[src/rtl/bct_pkg.sv]
package bct_pkg;

  typedef enum logic [2:0] {
    CYC_NONE   = 3'd0,
    CYC_MEMRD  = 3'd1,
    CYC_MEMWR  = 3'd2,
    CYC_IORD   = 3'd3,
    CYC_IOWR   = 3'd4,
    CYC_FETCH  = 3'd5,
    CYC_INTACK = 3'd6
  } cyc_kind_e;

  // Priority decode of the effective active-low control lines.
  function automatic cyc_kind_e cyc_classify(input logic m1_n, input logic rd_n,
                                             input logic wr_n, input logic mreq_n,
                                             input logic iorq_n);
    cyc_kind_e k;
    k = CYC_NONE;
    if (!m1_n && !iorq_n)                k = CYC_INTACK;
    else if (!m1_n && !rd_n && !mreq_n)  k = CYC_FETCH;
    else if (m1_n && !iorq_n && !rd_n)   k = CYC_IORD;
    else if (m1_n && !iorq_n && !wr_n)   k = CYC_IOWR;
    else if (m1_n && !mreq_n && !rd_n)   k = CYC_MEMRD;
    else if (m1_n && !mreq_n && !wr_n)   k = CYC_MEMWR;
    return k;
  endfunction

  // Level of the strobe that keeps a transaction of the given kind open (active low).
  function automatic logic cyc_strobe_n(input cyc_kind_e k, input logic rd_n,
                                        input logic wr_n, input logic iorq_n);
    logic s;
    case (k)
      CYC_MEMRD, CYC_IORD, CYC_FETCH: s = rd_n;
      CYC_MEMWR, CYC_IOWR:            s = wr_n;
      CYC_INTACK:                     s = iorq_n;
      default:                        s = 1'b1;
    endcase
    return s;
  endfunction

endpackage

[src/rtl/bct_sync.sv]
module bct_sync #(
  parameter int          W       = 8,
  parameter logic [W-1:0] RST_VAL = '0
) (
  input  logic         clk,
  input  logic         rst_n,
  input  logic [W-1:0] din,
  output logic [W-1:0] dout
);
  logic [W-1:0] stage1;
  logic [1:0]   warm;

  always_ff @(posedge clk or negedge rst_n) begin
    if (!rst_n) begin
      stage1 <= RST_VAL;
      dout   <= RST_VAL;
      warm   <= 2'd0;
    end else begin
      stage1 <= din;
      dout   <= stage1;
      if (warm != 2'd2) warm <= warm + 2'd1;
    end
  end

  // Output follows the raw input with a two-clock delay (supports R6, R8, R9)
  p_two_stage_delay_r8: assert property (@(posedge clk) disable iff (!rst_n)
    (warm == 2'd2) |-> (dout == $past(din, 2)));
endmodule

[src/rtl/bct_decode.sv]
module bct_decode
  import bct_pkg::*;
(
  input  logic      m1_n,
  input  logic      rd_n,
  input  logic      wr_n,
  input  logic      mreq_n,
  input  logic      iorq_n,
  input  logic      mreq_fitted,
  input  logic      iorq_fitted,
  output logic      eff_iorq_n,
  output cyc_kind_e kind_now
);
  logic eff_mreq_n;

  // absent memory request reads as asserted; R5: absent I/O request reads as idle
  assign eff_mreq_n = mreq_fitted ? mreq_n : 1'b0;
  assign eff_iorq_n = iorq_fitted ? iorq_n : 1'b1;
  assign kind_now   = cyc_classify(m1_n, rd_n, wr_n, eff_mreq_n, eff_iorq_n);

  always_comb begin
    p_absent_io_quiet_r5: assert (iorq_fitted || !(kind_now inside {CYC_IORD, CYC_IOWR, CYC_INTACK}));
  end
endmodule

[src/rtl/bct_tracker.sv]
module bct_tracker
  import bct_pkg::*;
#(
  parameter int AW = 16,
  parameter int DW = 8
) (
  input  logic          clk,
  input  logic          rst_n,
  input  cyc_kind_e     kind_now,
  input  logic          rd_n,
  input  logic          wr_n,
  input  logic          iorq_n,
  input  logic [AW-1:0] addr_s,
  input  logic [DW-1:0] data_s,
  input  logic          addr_fitted,
  output logic          ev_valid,
  output cyc_kind_e     ev_kind,
  output logic [AW-1:0] ev_addr,
  output logic          ev_addr_ok,
  output logic [DW-1:0] ev_data
);
  logic          active;
  cyc_kind_e     kind_q;
  logic [AW-1:0] addr_q;
  logic          ok_q;
  logic [DW-1:0] data_q;
  logic          strobe_held;
  logic          cyc_start;
  logic          cyc_end;

  assign strobe_held = !cyc_strobe_n(kind_q, rd_n, wr_n, iorq_n);
  assign cyc_start   = !active && (kind_now != CYC_NONE);
  assign cyc_end     = active && !strobe_held;

  always_ff @(posedge clk or negedge rst_n) begin
    if (!rst_n) begin
      active     <= 1'b0;
      kind_q     <= CYC_NONE;
      addr_q     <= '0;
      ok_q       <= 1'b0;
      data_q     <= '0;
      ev_valid   <= 1'b0;
      ev_kind    <= CYC_NONE;
      ev_addr    <= '0;
      ev_addr_ok <= 1'b0;
      ev_data    <= '0;
    end else begin
      ev_valid <= 1'b0;
      if (cyc_start) begin
        active <= 1'b1;
        kind_q <= kind_now;
        addr_q <= addr_fitted ? addr_s : '0;
        ok_q   <= addr_fitted;
        data_q <= data_s;
      end else if (cyc_end) begin
        active     <= 1'b0;
        ev_valid   <= 1'b1;
        ev_kind    <= kind_q;
        ev_addr    <= addr_q;
        ev_addr_ok <= ok_q;
        ev_data    <= data_q;
      end else if (active) begin
        data_q <= data_s;
      end
    end
  end

  p_single_pulse_r10: assert property (@(posedge clk) disable iff (!rst_n)
    ev_valid |=> !ev_valid);
  p_event_after_open_r10: assert property (@(posedge clk) disable iff (!rst_n)
    $rose(ev_valid) |-> $past(active));
  p_kind_not_none_r1: assert property (@(posedge clk) disable iff (!rst_n)
    ev_valid |-> (ev_kind != CYC_NONE));
  p_addr_held_r6: assert property (@(posedge clk) disable iff (!rst_n)
    (active && $past(active)) |-> $stable(addr_q));
  p_bad_addr_zero_r7: assert property (@(posedge clk) disable iff (!rst_n)
    (ev_valid && !ev_addr_ok) |-> (ev_addr == '0));
endmodule

[src/rtl/bus_cycle_tap.sv]
module bus_cycle_tap
  import bct_pkg::*;
#(
  parameter int AW = 16,
  parameter int DW = 8
) (
  input  logic          clk,
  input  logic          rst_n,
  input  logic          m1_n,
  input  logic          rd_n,
  input  logic          wr_n,
  input  logic          mreq_n,
  input  logic          iorq_n,
  input  logic [AW-1:0] addr,
  input  logic [DW-1:0] data,
  input  logic          mreq_fitted,
  input  logic          iorq_fitted,
  input  logic          addr_fitted,
  output logic          ev_valid,
  output logic [2:0]    ev_kind,
  output logic [AW-1:0] ev_addr,
  output logic          ev_addr_ok,
  output logic [DW-1:0] ev_data
);
  localparam int NCTL = 5;
  localparam int SW   = NCTL + AW + DW;
  localparam logic [SW-1:0] SYNC_RST = {{NCTL{1'b1}}, {(AW + DW){1'b0}}};

  logic [SW-1:0] raw_bus;
  logic [SW-1:0] sync_bus;
  logic          m1_s, rd_s, wr_s, mreq_s, iorq_s;
  logic [AW-1:0] addr_s;
  logic [DW-1:0] data_s;
  logic          eff_iorq_n;
  cyc_kind_e     kind_now;
  cyc_kind_e     ev_kind_e;

  assign raw_bus = {m1_n, rd_n, wr_n, mreq_n, iorq_n, addr, data};
  assign {m1_s, rd_s, wr_s, mreq_s, iorq_s, addr_s, data_s} = sync_bus;

  bct_sync #(.W(SW), .RST_VAL(SYNC_RST)) u_sync (
    .clk(clk), .rst_n(rst_n), .din(raw_bus), .dout(sync_bus)
  );

  bct_decode u_decode (
    .m1_n(m1_s), .rd_n(rd_s), .wr_n(wr_s), .mreq_n(mreq_s), .iorq_n(iorq_s),
    .mreq_fitted(mreq_fitted), .iorq_fitted(iorq_fitted),
    .eff_iorq_n(eff_iorq_n), .kind_now(kind_now)
  );

  bct_tracker #(.AW(AW), .DW(DW)) u_tracker (
    .clk(clk), .rst_n(rst_n), .kind_now(kind_now),
    .rd_n(rd_s), .wr_n(wr_s), .iorq_n(eff_iorq_n),
    .addr_s(addr_s), .data_s(data_s), .addr_fitted(addr_fitted),
    .ev_valid(ev_valid), .ev_kind(ev_kind_e), .ev_addr(ev_addr),
    .ev_addr_ok(ev_addr_ok), .ev_data(ev_data)
  );

  assign ev_kind = ev_kind_e;

  p_reset_quiet_r11: assert property (@(posedge clk) disable iff (!rst_n)
    $rose(ev_valid) |-> $past(rst_n));
endmodule

[config.mk]
export PLATFORM = sky130hd
export DESIGN_NAME = bus_cycle_tap
export DESIGN_NICKNAME = d
export VERILOG_FILES = /design/src/rtl/bct_pkg.sv /design/src/rtl/bct_sync.sv /design/src/rtl/bct_decode.sv /design/src/rtl/bct_tracker.sv /design/src/rtl/bus_cycle_tap.sv
export SDC_FILE = /design/constraint.sdc
export NUM_CORES = 1
export LEC_CHECK = 0
export BUFFER_PORTS_ARGS = -buffer_cell sky130_fd_sc_hd__buf_2
export CAP_MARGIN = 15
export CORE_MARGIN = 2
export CORE_UTILIZATION = 45
export DETAILED_ROUTE_END_ITERATION = 7
export GPL_TIMING_DRIVEN = 1
export HOLD_SLACK_MARGIN = 0.03
export PLACE_DENSITY = 0.65
export RECOVER_POWER = 100
export SYNTH_ARGS = -nofsm -noshare
export SYNTH_HDL_FRONTEND = slang
export SYNTH_SLANG_ARGS = --single-unit
[constraint.sdc]
create_clock -name clk -period 3.9 [get_ports clk]
set_input_delay 0.195 -clock clk [delete_from_list [all_inputs] [get_ports clk]]
set_output_delay 0.195 -clock clk [all_outputs]
set_load 0.02 [all_outputs]
# Word level (Yosys, flattened, before mapping)
# Index checks and enable logic that the tools add are counted.
[classes]
n_eq_ne = 7
n_bitwise = 1
muxes = 17
reduce_logical = 24
[ops]
columns = ["op", "count"]
rows = [
  ["$mux 8", 3],
  ["$mux 16", 1],
  ["$mux 3", 5],
  ["$logic_and 1x1->1", 11],
  ["$eq 3x3->1 const B", 3],
  ["$eq 3x2->1 const B", 2],
  ["$logic_not 1->1", 6],
  ["$mux 1", 6],
  ["$reduce_and 2->1", 2],
  ["$reduce_bool 2->1", 2],
  ["$eq 3x1->1 const B", 1],
  ["$pmux 1 s3", 1],
  ["$reduce_bool 3->1", 1],
  ["$reduce_or 3->1", 1],
  ["$mux 2", 1],
  ["$ne 2x1->1 const B", 1],
  ["$reduce_or 2->1", 1],
  ["$not 1->1", 1],
]
[totals]
reg_bits = 116
wordCells = 61

# Depth between registers and ports, before layout
# Gate-level depths: netlist of run 1.
[logic_depth]
depth_word = 14
mapped_depth = 5
ltp_nobuf = 5

# Hierarchy
# A second synthesis of run 1 with hierarchy kept.
[hier_totals]
cells_unflattened = 240
area_unflattened_um2 = 3787.4
[by_module_without_submodules]
columns = ["module", "instances", "cells_each", "seq_area_each_um2", "area_per_inst_um2"]
rows = [
  ["bct_tracker", 1, 172, 1451.4, 2252.2],
  ["bct_sync", 1, 58, 1463.9, 1463.9],
  ["bct_decode", 1, 10, 0.0, 71.3],
]

# Worst setup path after synthesis of run 1
# No wires, ideal clock.
[synth_path]
kind = "register -> register"
start = "register u_tracker.kind_q[2]"
end = "register u_tracker.ev_addr[0]"
path_slack_ns = 2.239
arrival_ns = 1.536
path_buffers = 1
path_stages_with_launch = 6
required_time_ns = 3.775
path_cell_list = "dfrtp_1 a21o_2 a32oi_2 a21bo_4 buf_12 mux2_4"
[synth_between]
elab_chain_cells = 5
word_cells_on_any_way = 11
cone_classes = "eq/ne: 6; mux: 1; reduce/logical: 4"
[synth_lines]
columns = ["item", "line_no", "text"]
rows = [
  ["start: declaration", "bct_tracker.sv:23", "cyc_kind_e kind_q;"],
  ["start signal: assignment", "bct_tracker.sv:51", "kind_q <= kind_now;"],
  ["$eq 3x1->1 (tied with other cells)", "bct_pkg.sv:32", "case (k)"],
  ["$reduce_or 3->1 or $reduce_or 2->1 (tied branches)", "bct_pkg.sv:32", ""],
  ["$pmux 1 s3 (*)", "bct_pkg.sv:32", ""],
  ["$logic_and 1x1->1 (*)", "bct_tracker.sv:33", "assign cyc_end = active && !strobe_held;"],
  ["$reduce_and 2->1 (no source line) (*)", "-", ""],
  ["end signal: assignment", "bct_tracker.sv:59", "ev_addr <= addr_q;"],
  ["end: declaration", "bct_tracker.sv:18", "output logic [AW-1:0] ev_addr,"],
]
# Every way passes the cells marked *; elsewhere a longest branch is shown, timed or not.
# A chain may end at the register's enable or synchronous reset.

# Worst setup path in the final report of run 1
[layout_path]
start = "register u_sync.dout[24]"
end = "register u_tracker.ok_q"
[layout_between]
elab_chain_cells = 10
word_cells_on_any_way = 12
cone_classes = "mux: 5; reduce/logical: 7"
[layout_lines]
columns = ["item", "line_no", "text"]
rows = [
  ["start: declaration", "bct_sync.sv:8", "output logic [W-1:0] dout"],
  ["start signal: assignment", "bct_sync.sv:20", "dout <= stage1;"],
  ["$mux 1 (*)", "bct_decode.sv:18", "assign eff_iorq_n = iorq_fitted ? iorq_n : 1'b1;"],
  ["$logic_not 1->1 (*)", "bct_pkg.sv:19, bct_pkg.sv:21, bct_pkg.sv:22", ""],
  ["$logic_and 1x1->1", "bct_pkg.sv:21, bct_pkg.sv:22", ""],
  ["$logic_and 1x1->1", "bct_pkg.sv:22", "else if (m1_n && !iorq_n && !wr_n) k = CYC_IOWR;"],
  ["$mux 3", "bct_pkg.sv:22", ""],
  ["$mux 3", "bct_pkg.sv:21", "else if (m1_n && !iorq_n && !rd_n) k = CYC_IORD;"],
  ["$mux 3", "bct_pkg.sv:20", "else if (!m1_n && !rd_n && !mreq_n) k = CYC_FETCH;"],
  ["$mux 3 (*)", "bct_pkg.sv:19", "if (!m1_n && !iorq_n) k = CYC_INTACK;"],
  ["$reduce_bool 3->1 (*)", "bct_tracker.sv:32", "assign cyc_start = !active && (kind_now != CYC_NONE);"],
  ["$logic_and 1x1->1 (*)", "bct_tracker.sv:32", ""],
  ["end signal: assignment", "bct_tracker.sv:53", "ok_q <= addr_fitted;"],
  ["end: declaration", "bct_tracker.sv:25", "logic ok_q;"],
]
# Marked as above.

==> results.ini, run 1 <==
[floorplanning]
ios = 63
dieArea_mm2 = 0.00976
die_width_um = 98.8
core_area_mm2 = 0.00872
chipHeight_um = 98.8
initial_core_util = 0.464
std_cell_rows = 34

[run_status]
status = complete, but fails checks
violations = max-capacitance violations, max-slew violations

[detailed_routing]
wl_per_cell_um = 14.4
drt_wl_total_um = 6730
drtIter0Drc = 36
firstDrtPassIters = 4
ant_nets = 0
via_count = 2154
drc = 0
viasPerCell = 4.60

[final_layout]
seq_area_mm2 = 0.00292
final_common_cell = dfrtp_1
layout_common_cells = dfrtp_1 (106), buf_2 (31), clkbuf_1 (31)
drive_above_1_share = 0.247
fin_nets = 381
nFillCells = 699
multi_input_area_um2 = 837
syn2layout_area_growth_pct = 26.3
diodes = 0

[timing]
drv_slew = 76
fin_crit_ps = 2410
fin_tns_setup_ps = 0
rsz0062_at_grt = false
fin_hold_ws_ps = 99.2
fmax_ghz = 0.415
finalCritPeriodShare = 0.618
worst_pin_slew_ps = 1760
setup_violations = 0
max_slew_margin = -0.171
finalHoldViolCount = 0
skew_ps = 9.63

[worst_setup_path]
slowest_delay_ps = 730
setup.worst_path.start_class = register
cp.required_ps = 4290
cp_slowest_cell = nand2_1
crit_chain = nand2b_1, a31oi_1, nand2_1, mux2_2
critical_path_class = register to register
end_kind = register
cp_data_arrival_time_ps = 2800
path_max_fanout = 18

[clocking]
cts_tree = yes
clkTransAtPathRegs_ps = 60
cts_sinks = 116
cts_max_level = 4
post-cts-setup-buffers = 0
cts_root_buf = clkbuf_8
clk_path_buf_depth = 2
cts_made_buffers = 17
clk-insertion-delay-late_ps = 510

[logic_synthesis]
synth_nets = 273
syn_area_per_cell_um2 = 16.9
ys_types = 31
ys_seq_area_frac = 0.721
syn_inst = 239
synth.ff_latch_count = 116
netlist_area_mm2 = 0.00404
ys_warn_count = 0

[flow_run]
drv_cap = 1

[power]
p_leak_nw = 2.43
finalPower_mw = 3.98
peakVddDrop_v = 0.000375
p_per_area_mw_per_mm2 = 779

[grt]
grt_max_degree = 76
grt_pass1_wl_um = 11600
antenna_found_initial = 0
grt_overflow = 0
grt_pass1_vias = 2318
grt.total_usage = 0.158

[placement]
portBuffers = 62
gp_congestion = 0.743
place.detailed.hpwl_um = 4170

[min_path]
min_path_type = input port to register

==> cells by family after synthesis <==
group           Yosys count  synth area share
compound gates           17            0.0390
mux                      53             0.167
simple gates             28            0.0381
buf+inv                  25            0.0344
flops                   116             0.721
==> power breakdown <==
| part | internal, mW | switching [mW] | total (mW) |
|---|---|---|---|
| registers | 1.52 | 0.183 | 1.70 |
| clock network | 0.865 | 0.549 | 1.41 |
| logic | 0.373 | 0.492 | 0.865 |
==> final cells by class <==
| class | instances | area share |
|---|---|---|
| multi-input cells | 98 | 0.164 |
| flip-flops and latches | 116 | 0.571 |
| repair buffers | 94 | 0.114 |
| well taps | 108 | 0.0265 |
| clock inverters | 14 | 0.0247 |
| clock buffers | 18 | 0.0838 |
| inverters | 20 | 0.0157 |
==> timing repair <==
action,CTS,global route
gates resized for setup,0,0
hold buffers,30,0
hold endpoints to repair,92,0
==> flip-flops by register name, summed over array words and instances (netlist names) <==
name	flops
u_sync.dout	29
u_tracker.ev_addr_ok	1
u_tracker.ev_data	8
u_tracker.ok_q	1
u_sync.stage1	29
u_tracker.ev_valid	1
u_tracker.active	1
u_tracker.data_q	8
u_tracker.addr_q	16
u_tracker.ev_kind	3
u_tracker.kind_q	3
u_tracker.ev_addr	16
==> cells in the mapped netlist <==
library cell / number / area share
dfrtp_1: 106 / 0.66
mux2_4: 27 / 0.10
inv_1: 19 / 0.018
nand2_1: 18 / 0.017
mux2i_1: 17 / 0.042
dfstp_2: 10 / 0.065
mux2_2: 9 / 0.025
a21oi_1: 5 / 0.0062
buf_12: 2 / 0.0099
clkbuf_1: 2 / 0.0019
nor2_1: 2 / 0.0019
o21ai_0: 2 / 0.0025
o2bb2ai_1: 2 / 0.0043
a211oi_1: 1 / 0.0019
a21bo_4: 1 / 0.0040
a21o_2: 1 / 0.0022
a31oi_1: 1 / 0.0015
a31oi_2: 1 / 0.0031
a32o_1: 1 / 0.0025
a32oi_2: 1 / 0.0040
a32oi_4: 1 / 0.0068
and3_2: 1 / 0.0019
buf_6: 1 / 0.0028
inv_6: 1 / 0.0022
nand2_4: 1 / 0.0028
nand2b_1: 1 / 0.0015
nand2b_4: 1 / 0.0034
nand3b_4: 1 / 0.0050
nor3_1: 1 / 0.0012
nor3b_1: 1 / 0.0019
or2b_1: 1 / 0.0019
==> critical path, delay by kind of cell, from the launching register on <==
family	cells	cell delay, ps
compound gates	1	450
mux	1	530
simple gates	2	950
flops	1	370
==> metal layers <==
layer	track usage	wire length, um
met1	0.203	2920
met2	0.241	3390
met3	0.0582	328
met4	0.0727	92
met5	0	0
==> final timing paths <==
check | from | to | slack [ps] | cells after the start
setup / recovery | u_sync.dout[24] | u_tracker.ok_q | 1490 | 4
hold / removal | addr_fitted | u_tracker.addr_q[15] | 100 | 3
setup reg to reg | u_sync.dout[24] | u_tracker.ok_q | 1490 | 4
hold reg to reg | u_sync.stage1[19] | u_sync.dout[19] | 340 | 0
max in group asynchronous | rst_n | u_sync.dout[22] | 1510 | 3
min in group asynchronous | rst_n | u_sync.dout[8] | 710 | 2
==> stage by stage <==
step	util	setup slack, ps	instance area [um2]	std cells
2_1_floorplan	-	2240	4040	239
3_3_place_gp	0.510	1960	4450	406
3_5_place_dp	0.510	1910	4450	406
4_1_cts	0.608	1880	5300	468
5_1_grt	0.586	957	5110	468
6_report	0.586	1490	5110	468
Power figures use the tool's default switching activity.
==> inputs of run 2 (changes only) <==
==> constraint.sdc (replaced) <==
create_clock -name clk -period 2.5 [get_ports clk]
set_input_delay 0.125 -clock clk [delete_from_list [all_inputs] [get_ports clk]]
set_output_delay 0.125 -clock clk [all_outputs]
set_load 0.02 [all_outputs]
==> results.ini, run 2 (same netlist as run 1, synthesis figures left out) <==
[power]
power_switching_mw = 1.94
finalPower_mw = 6.33
p_per_area_mw_per_mm2 = 1220
p_leak_nw = 2.45
internal_power_mw = 4.39
power_frac_comb = 0.220
pwr-share-clk = 0.359
seq_power_share = 0.421
sw_frac_of_total = 0.307
peakVddDrop_v = 0.000682

[placement]
portBuffers = 62
place.detailed.hpwl_um = 4040
gp_congestion = 0.737
dp.cells = 405

[detailed_routing]
drtIter0Drc = 66
drc = 0
drt_wl_total_um = 6930
viasPerCell = 4.60
ant_nets = 0
firstDrtPassIters = 4
wl_per_cell_um = 14.8
via_count = 2156

[final_layout]
diodes = 0
final_common_cell = dfrtp_1
reg_top3 = u_sync.dout x29, u_sync.stage1 x29
fin_nets = 382
layout_common_cells = dfrtp_1 (106), dlygate4sd3_1 (32), buf_2 (31)
nFillCells = 674
drive_above_1_share = 0.255
syn2layout_area_growth_pct = 28.3
instances_no_fill = 469

[worst_setup_path]
end_kind = register
crit_chain = nand2b_1, a31oi_1, nand2_4, mux2_2
setup.worst_path.start_class = register
rr_worst_depth = 4
cp_slowest_cell = a31oi_1
cp_data_arrival_time_ps = 2440
cp.required_ps = 2890
slowest_delay_ps = 600
path_max_fanout = 18
critical_path_class = register to register

[timing]
max_slew_margin = 0.0249
fmax_ghz = 0.488
finalHoldViolCount = 0
fin_tns_setup_ps = 0
fin_crit_ps = 2050
drv_slew = 0
setup_violations = 0
skew_ps = 11.4
finalCritPeriodShare = 0.820
worst_pin_slew_ps = 1460
rsz0062_at_grt = false

[clocking]
cts_sinks = 116
cts_root_buf = clkbuf_8
cts_max_level = 4
post-cts-setup-buffers = 0
clk-insertion-delay-late_ps = 510
cts_resized = 0
cts_made_buffers = 17
cts_tree = yes
clkTransAtPathRegs_ps = 60
cts_hold_buf = 32
clk_path_buf_depth = 2

[floorplanning]
core_area_mm2 = 0.00872
std_cell_rows = 34
die_width_um = 98.8
chipHeight_um = 98.8
ios = 63
dieArea_mm2 = 0.00976
initial_core_util = 0.464

[grt]
grt_pass1_wl_um = 11800
antenna_found_initial = 0
grt_overflow = 0
grt_pass1_vias = 2329
grt_max_degree = 60
grt.total_usage = 0.161

[min_path]
min_path_cells = 3
min_path_type = input port to register

[flow_run]
drv_cap = 0

[run_status]
status = finished, final reports clean

run 2: cell types whose count changed in the layout (fill, tap and decap cells not counted), moves of 2 or more:
cell           change
inv_6              -3
clkinv_4           +3
dlygate4sd3_1      +2
clkbuf_1           -2
run 2: final timing paths:
check | slack (ps) | to | from
setup / recovery | 450 | u_tracker.ok_q | u_sync.dout[24]
hold / removal | 80 | u_tracker.kind_q[0] | iorq_fitted
setup reg to reg | 450 | u_tracker.ok_q | u_sync.dout[24]
hold reg to reg | 340 | u_sync.dout[9] | u_sync.stage1[9]
max in group asynchronous | 1010 | u_sync.stage1[21] | rst_n
min in group asynchronous | 510 | u_tracker.kind_q[0] | rst_n
run 2: final cells by class:
type | count | area [um2] | share of cell area
inverter | 20 | 80.1 | 0.0154
clock buffer | 17 | 414 | 0.0798
timing repair buffer | 95 | 614 | 0.118
clock inverter | 15 | 159 | 0.0306
multi-input combinational | 98 | 870 | 0.168
tap | 108 | 135 | 0.0260
sequential | 116 | 2920 | 0.562
run 2: power groups by stage:
stage / clock network (mW) / logic, mW / registers (mW)
after floorplan: 0 / 1.12 / 2.87
after global placement: 0 / 1.67 / 2.69
after detailed placement: 0 / 1.71 / 2.70
after CTS: 2.33 / 1.76 / 2.68
after global routing: 2.43 / 1.53 / 2.72
final: 2.27 / 1.39 / 2.66
run 2: worst max-delay path: cells and delay by family, from the launching register on:
family | cells | cell delay (ps)
and+or+nand+nor | 2 | 600
AOI/OAI and AO/OA | 1 | 600
muxes | 1 | 370
DFF | 1 | 360
run 2: metrics by stage:
stage / worst slack [ps] / area, um2 / utilization / hold WS [ps]
final: 449 / 5190 / 0.595 / 82.3
after detailed placement: 490 / 4450 / 0.510 / 231
after floorplan: 839 / 4040 / - / -171
after global routing: 274 / 5190 / 0.595 / 125
after CTS: 467 / 5350 / 0.613 / 91.7
after global placement: 563 / 4450 / 0.510 / 232
run 2: metal layers:
layer | global-route usage | share of wire | up-vias
li1 | - | - | 1018
met1 | 0.207 | 0.46 | 1082
met2 | 0.245 | 0.49 | 45
met3 | 0.0553 | 0.036 | 11
met4 | 0.0769 | 0.015 | 0
met5 | 0 | 0 | -
